--- src/rtl/dma_ring_pkg.sv ---
package dma_ring_pkg;
  localparam int WIN_BITS = 12;

  typedef enum logic [1:0] {
    SLOT_REQ_HEAD = 2'd0,
    SLOT_REQ_TAIL = 2'd1,
    SLOT_RSP_HEAD = 2'd2,
    SLOT_RSP_TAIL = 2'd3
  } ring_slot_e;
endpackage

--- src/rtl/ring_index.sv ---
module ring_index #(
  parameter int DEPTH = 16,
  localparam int IDX_W = $clog2(DEPTH)
) (
  input  logic             clk,
  input  logic             rst_n,
  input  logic             head_adv,
  input  logic             tail_adv,
  input  logic             head_wr,
  input  logic             tail_wr,
  input  logic [IDX_W-1:0] wr_val,
  output logic [IDX_W-1:0] head,
  output logic [IDX_W-1:0] tail,
  output logic             empty,
  output logic [IDX_W-1:0] level
);
  localparam logic [IDX_W-1:0] LAST = IDX_W'(DEPTH - 1);
  localparam logic [IDX_W-1:0] DEP  = IDX_W'(DEPTH);

  function automatic logic [IDX_W-1:0] step(input logic [IDX_W-1:0] i);
    return (i == LAST) ? '0 : i + IDX_W'(1);
  endfunction

  always_ff @(posedge clk) begin
    if (!rst_n) begin
      head <= '0;
      tail <= '0;
    end else begin
      if (head_wr)       head <= wr_val;
      else if (head_adv) head <= step(head);
      if (tail_wr)       tail <= wr_val;
      else if (tail_adv) tail <= step(tail);
    end
  end

  assign empty = (head == tail);
  assign level = (tail >= head) ? (tail - head) : (tail + DEP - head);
endmodule

--- src/rtl/ring_host_port.sv ---
module ring_host_port
  import dma_ring_pkg::*;
#(
  parameter int NUM_CH = 16,
  parameter int DEPTH  = 16,
  localparam int CH_W   = $clog2(NUM_CH),
  localparam int IDX_W  = $clog2(DEPTH),
  localparam int ADDR_W = CH_W + WIN_BITS
) (
  input  logic                         clk,
  input  logic                         rst_n,
  input  logic                         bus_sel,
  input  logic                         bus_wr,
  input  logic [ADDR_W-1:0]            bus_addr,
  input  logic [31:0]                  bus_wdata,
  input  logic [NUM_CH-1:0][IDX_W-1:0] req_head,
  input  logic [NUM_CH-1:0][IDX_W-1:0] req_tail,
  input  logic [NUM_CH-1:0][IDX_W-1:0] rsp_head,
  input  logic [NUM_CH-1:0][IDX_W-1:0] rsp_tail,
  output logic [NUM_CH-1:0]            req_tail_wr,
  output logic [NUM_CH-1:0]            rsp_head_wr,
  output logic [IDX_W-1:0]             wr_val,
  output logic [31:0]                  bus_rdata,
  output logic                         bus_rvalid
);
  logic [CH_W-1:0]     ch;
  logic [WIN_BITS-1:0] off;
  logic                mapped;
  logic                in_range;
  ring_slot_e          slot;
  logic [IDX_W-1:0]    rd_idx;

  assign ch       = bus_addr[ADDR_W-1:WIN_BITS];
  assign off      = bus_addr[WIN_BITS-1:0];
  assign mapped   = (off[WIN_BITS-1:4] == '0) && (off[1:0] == 2'b00);
  assign slot     = ring_slot_e'(off[3:2]);
  assign in_range = (bus_wdata < 32'(DEPTH));
  assign wr_val   = bus_wdata[IDX_W-1:0];

  always_comb begin
    req_tail_wr = '0;
    rsp_head_wr = '0;
    if (bus_sel && bus_wr && mapped && in_range) begin
      if (slot == SLOT_REQ_TAIL) req_tail_wr[ch] = 1'b1;
      if (slot == SLOT_RSP_HEAD) rsp_head_wr[ch] = 1'b1;
    end
  end

  always_comb begin
    case (slot)
      SLOT_REQ_HEAD: rd_idx = req_head[ch];
      SLOT_REQ_TAIL: rd_idx = req_tail[ch];
      SLOT_RSP_HEAD: rd_idx = rsp_head[ch];
      default:       rd_idx = rsp_tail[ch];
    endcase
  end

  always_ff @(posedge clk) begin
    if (!rst_n) begin
      bus_rdata  <= '0;
      bus_rvalid <= 1'b0;
    end else begin
      bus_rvalid <= bus_sel && !bus_wr;
      bus_rdata  <= (bus_sel && !bus_wr && mapped) ? 32'(rd_idx) : '0;
    end
  end
endmodule

--- src/rtl/ring_irq_gate.sv ---
module ring_irq_gate #(
  parameter int NUM_CH = 16,
  localparam int CH_W = $clog2(NUM_CH)
) (
  input  logic            clk,
  input  logic            rst_n,
  input  logic            push,
  input  logic [CH_W-1:0] push_ch,
  input  logic            was_empty,
  input  logic            force_flag,
  input  logic            force_en,
  output logic            irq_pulse,
  output logic [CH_W-1:0] irq_ch
);
  always_ff @(posedge clk) begin
    if (!rst_n) begin
      irq_pulse <= 1'b0;
      irq_ch    <= '0;
    end else begin
      irq_pulse <= push && (was_empty || (force_flag && force_en));
      if (push) irq_ch <= push_ch;
    end
  end
endmodule

--- src/rtl/dma_ring_ptr_regs.sv ---
module dma_ring_ptr_regs
  import dma_ring_pkg::*;
#(
  parameter int NUM_CH = 16,
  parameter int DEPTH  = 16,
  localparam int CH_W   = $clog2(NUM_CH),
  localparam int IDX_W  = $clog2(DEPTH),
  localparam int ADDR_W = CH_W + WIN_BITS
) (
  input  logic                    clk,
  input  logic                    rst_n,
  input  logic                    bus_sel,
  input  logic                    bus_wr,
  input  logic [ADDR_W-1:0]       bus_addr,
  input  logic [31:0]             bus_wdata,
  output logic [31:0]             bus_rdata,
  output logic                    bus_rvalid,
  input  logic                    cons_valid,
  input  logic [CH_W-1:0]         cons_ch,
  output logic                    cons_ready,
  input  logic                    prod_valid,
  input  logic [CH_W-1:0]         prod_ch,
  input  logic                    prod_force,
  output logic                    prod_ready,
  input  logic                    force_en,
  output logic                    irq_pulse,
  output logic [CH_W-1:0]         irq_ch,
  output logic [NUM_CH-1:0]       req_empty,
  output logic [NUM_CH*IDX_W-1:0] req_level,
  output logic [NUM_CH*IDX_W-1:0] rsp_level
);
  logic [NUM_CH-1:0][IDX_W-1:0] req_head, req_tail, rsp_head, rsp_tail;
  logic [NUM_CH-1:0][IDX_W-1:0] req_lvl, rsp_lvl;
  logic [NUM_CH-1:0]            rsp_empty, rsp_full;
  logic [NUM_CH-1:0]            req_tail_wr, rsp_head_wr;
  logic [NUM_CH-1:0]            pop, push;
  logic [IDX_W-1:0]             wr_val;

  ring_host_port #(.NUM_CH(NUM_CH), .DEPTH(DEPTH)) u_host (
    .clk(clk), .rst_n(rst_n),
    .bus_sel(bus_sel), .bus_wr(bus_wr), .bus_addr(bus_addr), .bus_wdata(bus_wdata),
    .req_head(req_head), .req_tail(req_tail), .rsp_head(rsp_head), .rsp_tail(rsp_tail),
    .req_tail_wr(req_tail_wr), .rsp_head_wr(rsp_head_wr), .wr_val(wr_val),
    .bus_rdata(bus_rdata), .bus_rvalid(bus_rvalid)
  );

  assign cons_ready = !req_empty[cons_ch];
  assign prod_ready = !rsp_full[prod_ch];

  for (genvar c = 0; c < NUM_CH; c++) begin : g_ch
    assign pop[c]  = cons_valid && cons_ready && (cons_ch == CH_W'(c));
    assign push[c] = prod_valid && prod_ready && (prod_ch == CH_W'(c));
    assign rsp_full[c] = (rsp_lvl[c] == IDX_W'(DEPTH - 1));

    ring_index #(.DEPTH(DEPTH)) u_req (
      .clk(clk), .rst_n(rst_n),
      .head_adv(pop[c]), .tail_adv(1'b0),
      .head_wr(1'b0), .tail_wr(req_tail_wr[c]), .wr_val(wr_val),
      .head(req_head[c]), .tail(req_tail[c]),
      .empty(req_empty[c]), .level(req_lvl[c])
    );

    ring_index #(.DEPTH(DEPTH)) u_rsp (
      .clk(clk), .rst_n(rst_n),
      .head_adv(1'b0), .tail_adv(push[c]),
      .head_wr(rsp_head_wr[c]), .tail_wr(1'b0), .wr_val(wr_val),
      .head(rsp_head[c]), .tail(rsp_tail[c]),
      .empty(rsp_empty[c]), .level(rsp_lvl[c])
    );
  end

  assign req_level = req_lvl;
  assign rsp_level = rsp_lvl;

  ring_irq_gate #(.NUM_CH(NUM_CH)) u_irq (
    .clk(clk), .rst_n(rst_n),
    .push(|push), .push_ch(prod_ch), .was_empty(rsp_empty[prod_ch]),
    .force_flag(prod_force), .force_en(force_en),
    .irq_pulse(irq_pulse), .irq_ch(irq_ch)
  );
endmodule

--- config.mk ---
export PLATFORM = sky130hd
export DESIGN_NAME = dma_ring_ptr_regs
export DESIGN_NICKNAME = d
export VERILOG_FILES = /design/src/rtl/dma_ring_pkg.sv /design/src/rtl/ring_index.sv /design/src/rtl/ring_host_port.sv /design/src/rtl/ring_irq_gate.sv /design/src/rtl/dma_ring_ptr_regs.sv
export SDC_FILE = /design/constraint.sdc
export NUM_CORES = 1
export LEC_CHECK = 0
export BUFFER_PORTS_ARGS = -buffer_cell sky130_fd_sc_hd__buf_2
export CAP_MARGIN = 0
export CORE_MARGIN = 4
export CORE_UTILIZATION = 32
export DETAILED_ROUTE_END_ITERATION = 6
export MAX_ROUTING_LAYER = met4
export PLACE_DENSITY = 0.5
export SLEW_MARGIN = 20
export SYNTH_ARGS = -nofsm -noshare
export SYNTH_HDL_FRONTEND = slang
export SYNTH_SLANG_ARGS = --single-unit
--- constraint.sdc ---
create_clock -name clk -period 4 [get_ports clk]
set_input_delay 0.6 -clock clk [delete_from_list [all_inputs] [get_ports clk]]
set_output_delay 0.6 -clock clk [all_outputs]
set_load 0.02 [all_outputs]
==> flow_metrics.py <==
metrics = {
    "critical_path": {
        "path_buf_inv": 3,
        "r2r_end": "g_ch[0].u_rsp.tail[3]$_SDFFE_PN0P_",
        "cp_slowest_cell": "fa_1",
        "cpPeakStageDelay_ns": 0.43,
        "endpoint_kind": "output port",
        "worstRegToRegCells": 11,
        "path_class": "reg -> out",
        "rr_startpoint": "g_ch[2].u_rsp.head[0]$_SDFFE_PN0P_",
        "cp-start-kind": "flip-flop",
        "crit_path_cell_trace": "inv_1 > ha_1 > inv_1 > fa_1 > xor2_1 > and4_1 > a221o_1 > or2_2 > nand4_1 > buf_2",
        "startpoint": "g_ch[11].u_rsp.tail[0]$_SDFFE_PN0P_",
        "cp_common_cell": "inv_1",
        "critical_path_arrival_ns": 3.06,
        "critPathMaxFanout": 7,
        "reg2reg_slack_ns": 0.70,
        "crit_family": "simple AND/OR/NAND/NOR gates",
        "worst_ep_required_time_ns": 3.40,
    },
    "drt": {
        "num_vias": 15000,
        "ant_nets": 0,
        "drc": 0,
        "firstDrtPassIters": 7,
        "avgViaCountPerCell": 5.13,
        "drt-total-wl_um": 60100,
        "routedWlPerCell_um": 20.6,
        "first_iter_violations": 1035,
    },
    "floorplanning": {
        "dieArea_um2": 62300,
        "fp-row-count": 88,
        "num_io_pins": 248,
        "die_y_um": 250,
        "start_util_pct": 32.3,
        "die_w_um": 250,
        "core-area_um2": 57800,
    },
    "place": {
        "hpwl_um": 46500,
        "gp_congestion": 0.906,
        "port_buffers": 219,
    },
    "cts": {
        "numCtsBuffers": 35,
        "cts_sinks": 266,
        "htreeDepth": 2,
        "clock_latency_ns": 0.54,
        "root_buffer": "clkbuf_16",
        "hold_buffers": 0,
        "clk_pin_slew_ns": 0.06,
        "cts-resized-gates": 0,
        "cts_tree": "done",
        "postCtsSetupBuffers": 0,
        "max-clock-path-buffers": 3,
    },
    "timing": {
        "slew_headroom_pct": 44.1,
        "fmaxAchievable_ghz": 0.273,
        "min_period_over_period_pct": 91.6,
        "worst-slew-pin-transition_ns": 0.839,
        "skew_ns": 0.0134,
        "setup_viol": 0,
        "fin_crit_ns": 3.66,
        "final_max_slew_viol_count": 0,
        "hold_viol": 0,
        "grt_setup_unrepaired": "no",
        "tns_ns": 0,
        "whs_ns": 0.377,
    },
    "global_routing": {
        "grt_pass1_wl_um": 91900,
        "grt.total_usage_pct": 19.3,
        "grt_max_degree": 111,
        "grt_pass1_vias": 14900,
        "antenna_found_initial": 3,
        "grt_overflow_total": 0,
    },
    "final_layout": {
        "ff_latch_area_um2": 5330,
        "n_fill_cell": 5790,
        "fin_nets": 2351,
        "drive_gt1_share_pct": 19.0,
        "multiInputGateArea_um2": 12100,
        "area_growth_syn_to_layout_pct": 15.0,
    },
    "logic_synthesis": {
        "synth_edf_count": 0,
        "synth-compound-area-share_pct": 8.64,
        "synth_cells": 1950,
        "synth.ff_latch_count": 266,
        "syn_avg_cell_area_um2": 9.58,
        "ys_seq_area_share_pct": 28.5,
        "synth_xor_area_share_pct": 5.67,
        "ys_warn_count": 0,
        "synthArstFlopShare_pct": 0,
        "yosysUniqueCellTypes": 66,
        "synth_ff_type": "dfxtp_1",
        "syn_area_um2": 18700,
        "synth_top_family_by_area": "multiplexers",
        "synth_mux_area_share_pct": 19.7,
        "synth_fa_ha_area_share_pct": 12.0,
        "synth-simple-area-share_pct": 17.9,
    },
    "worst_hold_path": {
        "hp-start": "bus_sel",
        "min_path_type": "in -> reg",
        "hold_depth": 2,
        "min_to": "u_host.bus_rvalid$_SDFF_PN0_",
    },
    "power": {
        "p_leak_uw": 0.00973,
        "power_density_nw_per_um2": 291,
        "ir_worst_vdd_mv": 0.227,
    },
    "flow_run": {
        "cap_violations": 0,
    },
    "outcome": {
        "status": "finished clean",
    },
}
[registers in the layout, summed over array words and instances, names as in the netlist]
name	count
u_host.bus_rvalid	1
u_irq.irq_pulse	1
g_ch.u_rsp.head	64
g_ch.u_rsp.tail	64
u_host.bus_rdata	4
g_ch.u_req.tail	64
u_irq.irq_ch	4
g_ch.u_req.head	64
[cells in the mapped netlist (all sizes together), types with 3 or more instances]
cell type,number,area (µm²)
a21boi,24,180
a21o,22,165
a21oi,65,325
a221o,3,30.0
a311o,18,180
a311oi,4,35.0
a31oi,18,113
a41oi,9,86.3
and2,32,200
and3,9,56.3
and4,7,61.3
buf,66,457
clkbuf,58,218
dfxtp,266,5330
fa,32,641
ha,128,1600
inv,197,739
mux2i,167,1670
mux4,89,2010
nand2,123,464
nand2b,3,18.8
nand3,73,365
nand3b,11,82.6
nand4,22,138
nand4b,12,105
nor2,60,285
nor2b,187,1170
nor3,23,176
nor3b,4,30.0
nor4,10,62.6
o211ai,10,75.1
o21a,12,90.1
o21ai,21,105
o21bai,3,22.5
o221a,4,45.0
o311a,3,30.0
o41ai,6,52.6
or2,3,18.8
or3,7,48.8
xnor2,52,455
xor2,69,604
[worst reg2reg max path: stages (launching register included)]
cell and delay, ns:
dfxtp_1 0.43, ha_1 0.20, inv_1 0.06, fa_1 0.43, xor2_1 0.19, nand4_1 0.11, nor3_1 0.07, or4_4 0.60
nor2_4 0.30, nand2_1 0.28, o31a_1 0.34, o21a_1 0.18
[report_power, final]
part | switching, µW | leakage [µW] | internal (µW) | total [µW]
Combinational | 256 | 0.00701 | 139 | 395
Clock | 1250 | 0.000576 | 1950 | 3200
Sequential | 9.90 | 0.00214 | 2660 | 2670
[how the worst max path moves through the flow]
stage / to / slack [ns] / cells past startpoint
2_1_floorplan: prod_ready / 1.01 / 9
3_3_place_gp: g_ch[0].u_rsp.tail[3]$_SDFFE_PN0P_ / 0.63 / 10
3_5_place_dp: g_ch[1].u_rsp.head[1]$_SDFFE_PN0P_ / 0.58 / 9
4_1_cts: prod_ready / 0.28 / 10
5_1_grt: prod_ready / 0.19 / 10
6_report: prod_ready / 0.34 / 10
[logic make-up after synthesis]
| kind of cell | after synthesis |
|---|---|
| AOI/OAI and AO/OA | 232 |
| xor gates and xnor gates | 121 |
| adders and majority gates | 160 |
| buffers and inverters | 321 |
| DFF | 266 |
| muxes | 256 |
| other | 1 |
| and+or+nand+nor | 593 |
[cells in the final DEF, fill, tap and decap left out, types with 22 or more instances in the layout]
master and count:
clkbuf_16 35, mux4_2 87, and2_1 32, nand4_1 22, nand2_1 122, buf_2 216
a21o_1 22, mux2i_1 167, xnor2_1 52, dfxtp_1 266, inv_1 197, nor2_1 50
nor2b_1 187, a21oi_1 65, fa_1 32, xor2_1 69, nand3_1 73, ha_1 128
conb_1 28
[layer usage]
metal / wire length, µm / share of wire, % / global-route usage (%)
met5: 0 / 0 / -
met4: 1870 / 3.1 / 6.36
met3: 2660 / 4.4 / 2.21
met2: 28800 / 48 / 31.8
met1: 26700 / 44 / 25.0
[per-stage QoR]
step | utilization [%] | total power, µW | instance area, µm² | cells | setup WS (ns)
final | 37.2 | 6260 | 21500 | 2917 | 0.338
after global routing | 37.2 | 6480 | 21500 | 2917 | 0.194
after CTS | 37.2 | 6360 | 21500 | 2916 | 0.285
after detailed placement | 35.2 | 3120 | 20300 | 2855 | 0.584
after global placement | 35.2 | 3120 | 20300 | 2855 | 0.627
after floorplan | - | 3010 | 18800 | 1977 | 1.01
[area by class of cell]
cell class / count / area share [%]
antenna: 1 / 0.0116
clock buffer: 47 / 4.66
clock inverter: 14 / 0.704
inverter: 197 / 3.44
multi-input combinational: 1390 / 56.1
sequential: 266 / 24.8
tap: 765 / 4.45
timing repair buffer: 237 / 5.90
No activity file was read; power rests on OpenSTA's default activity.
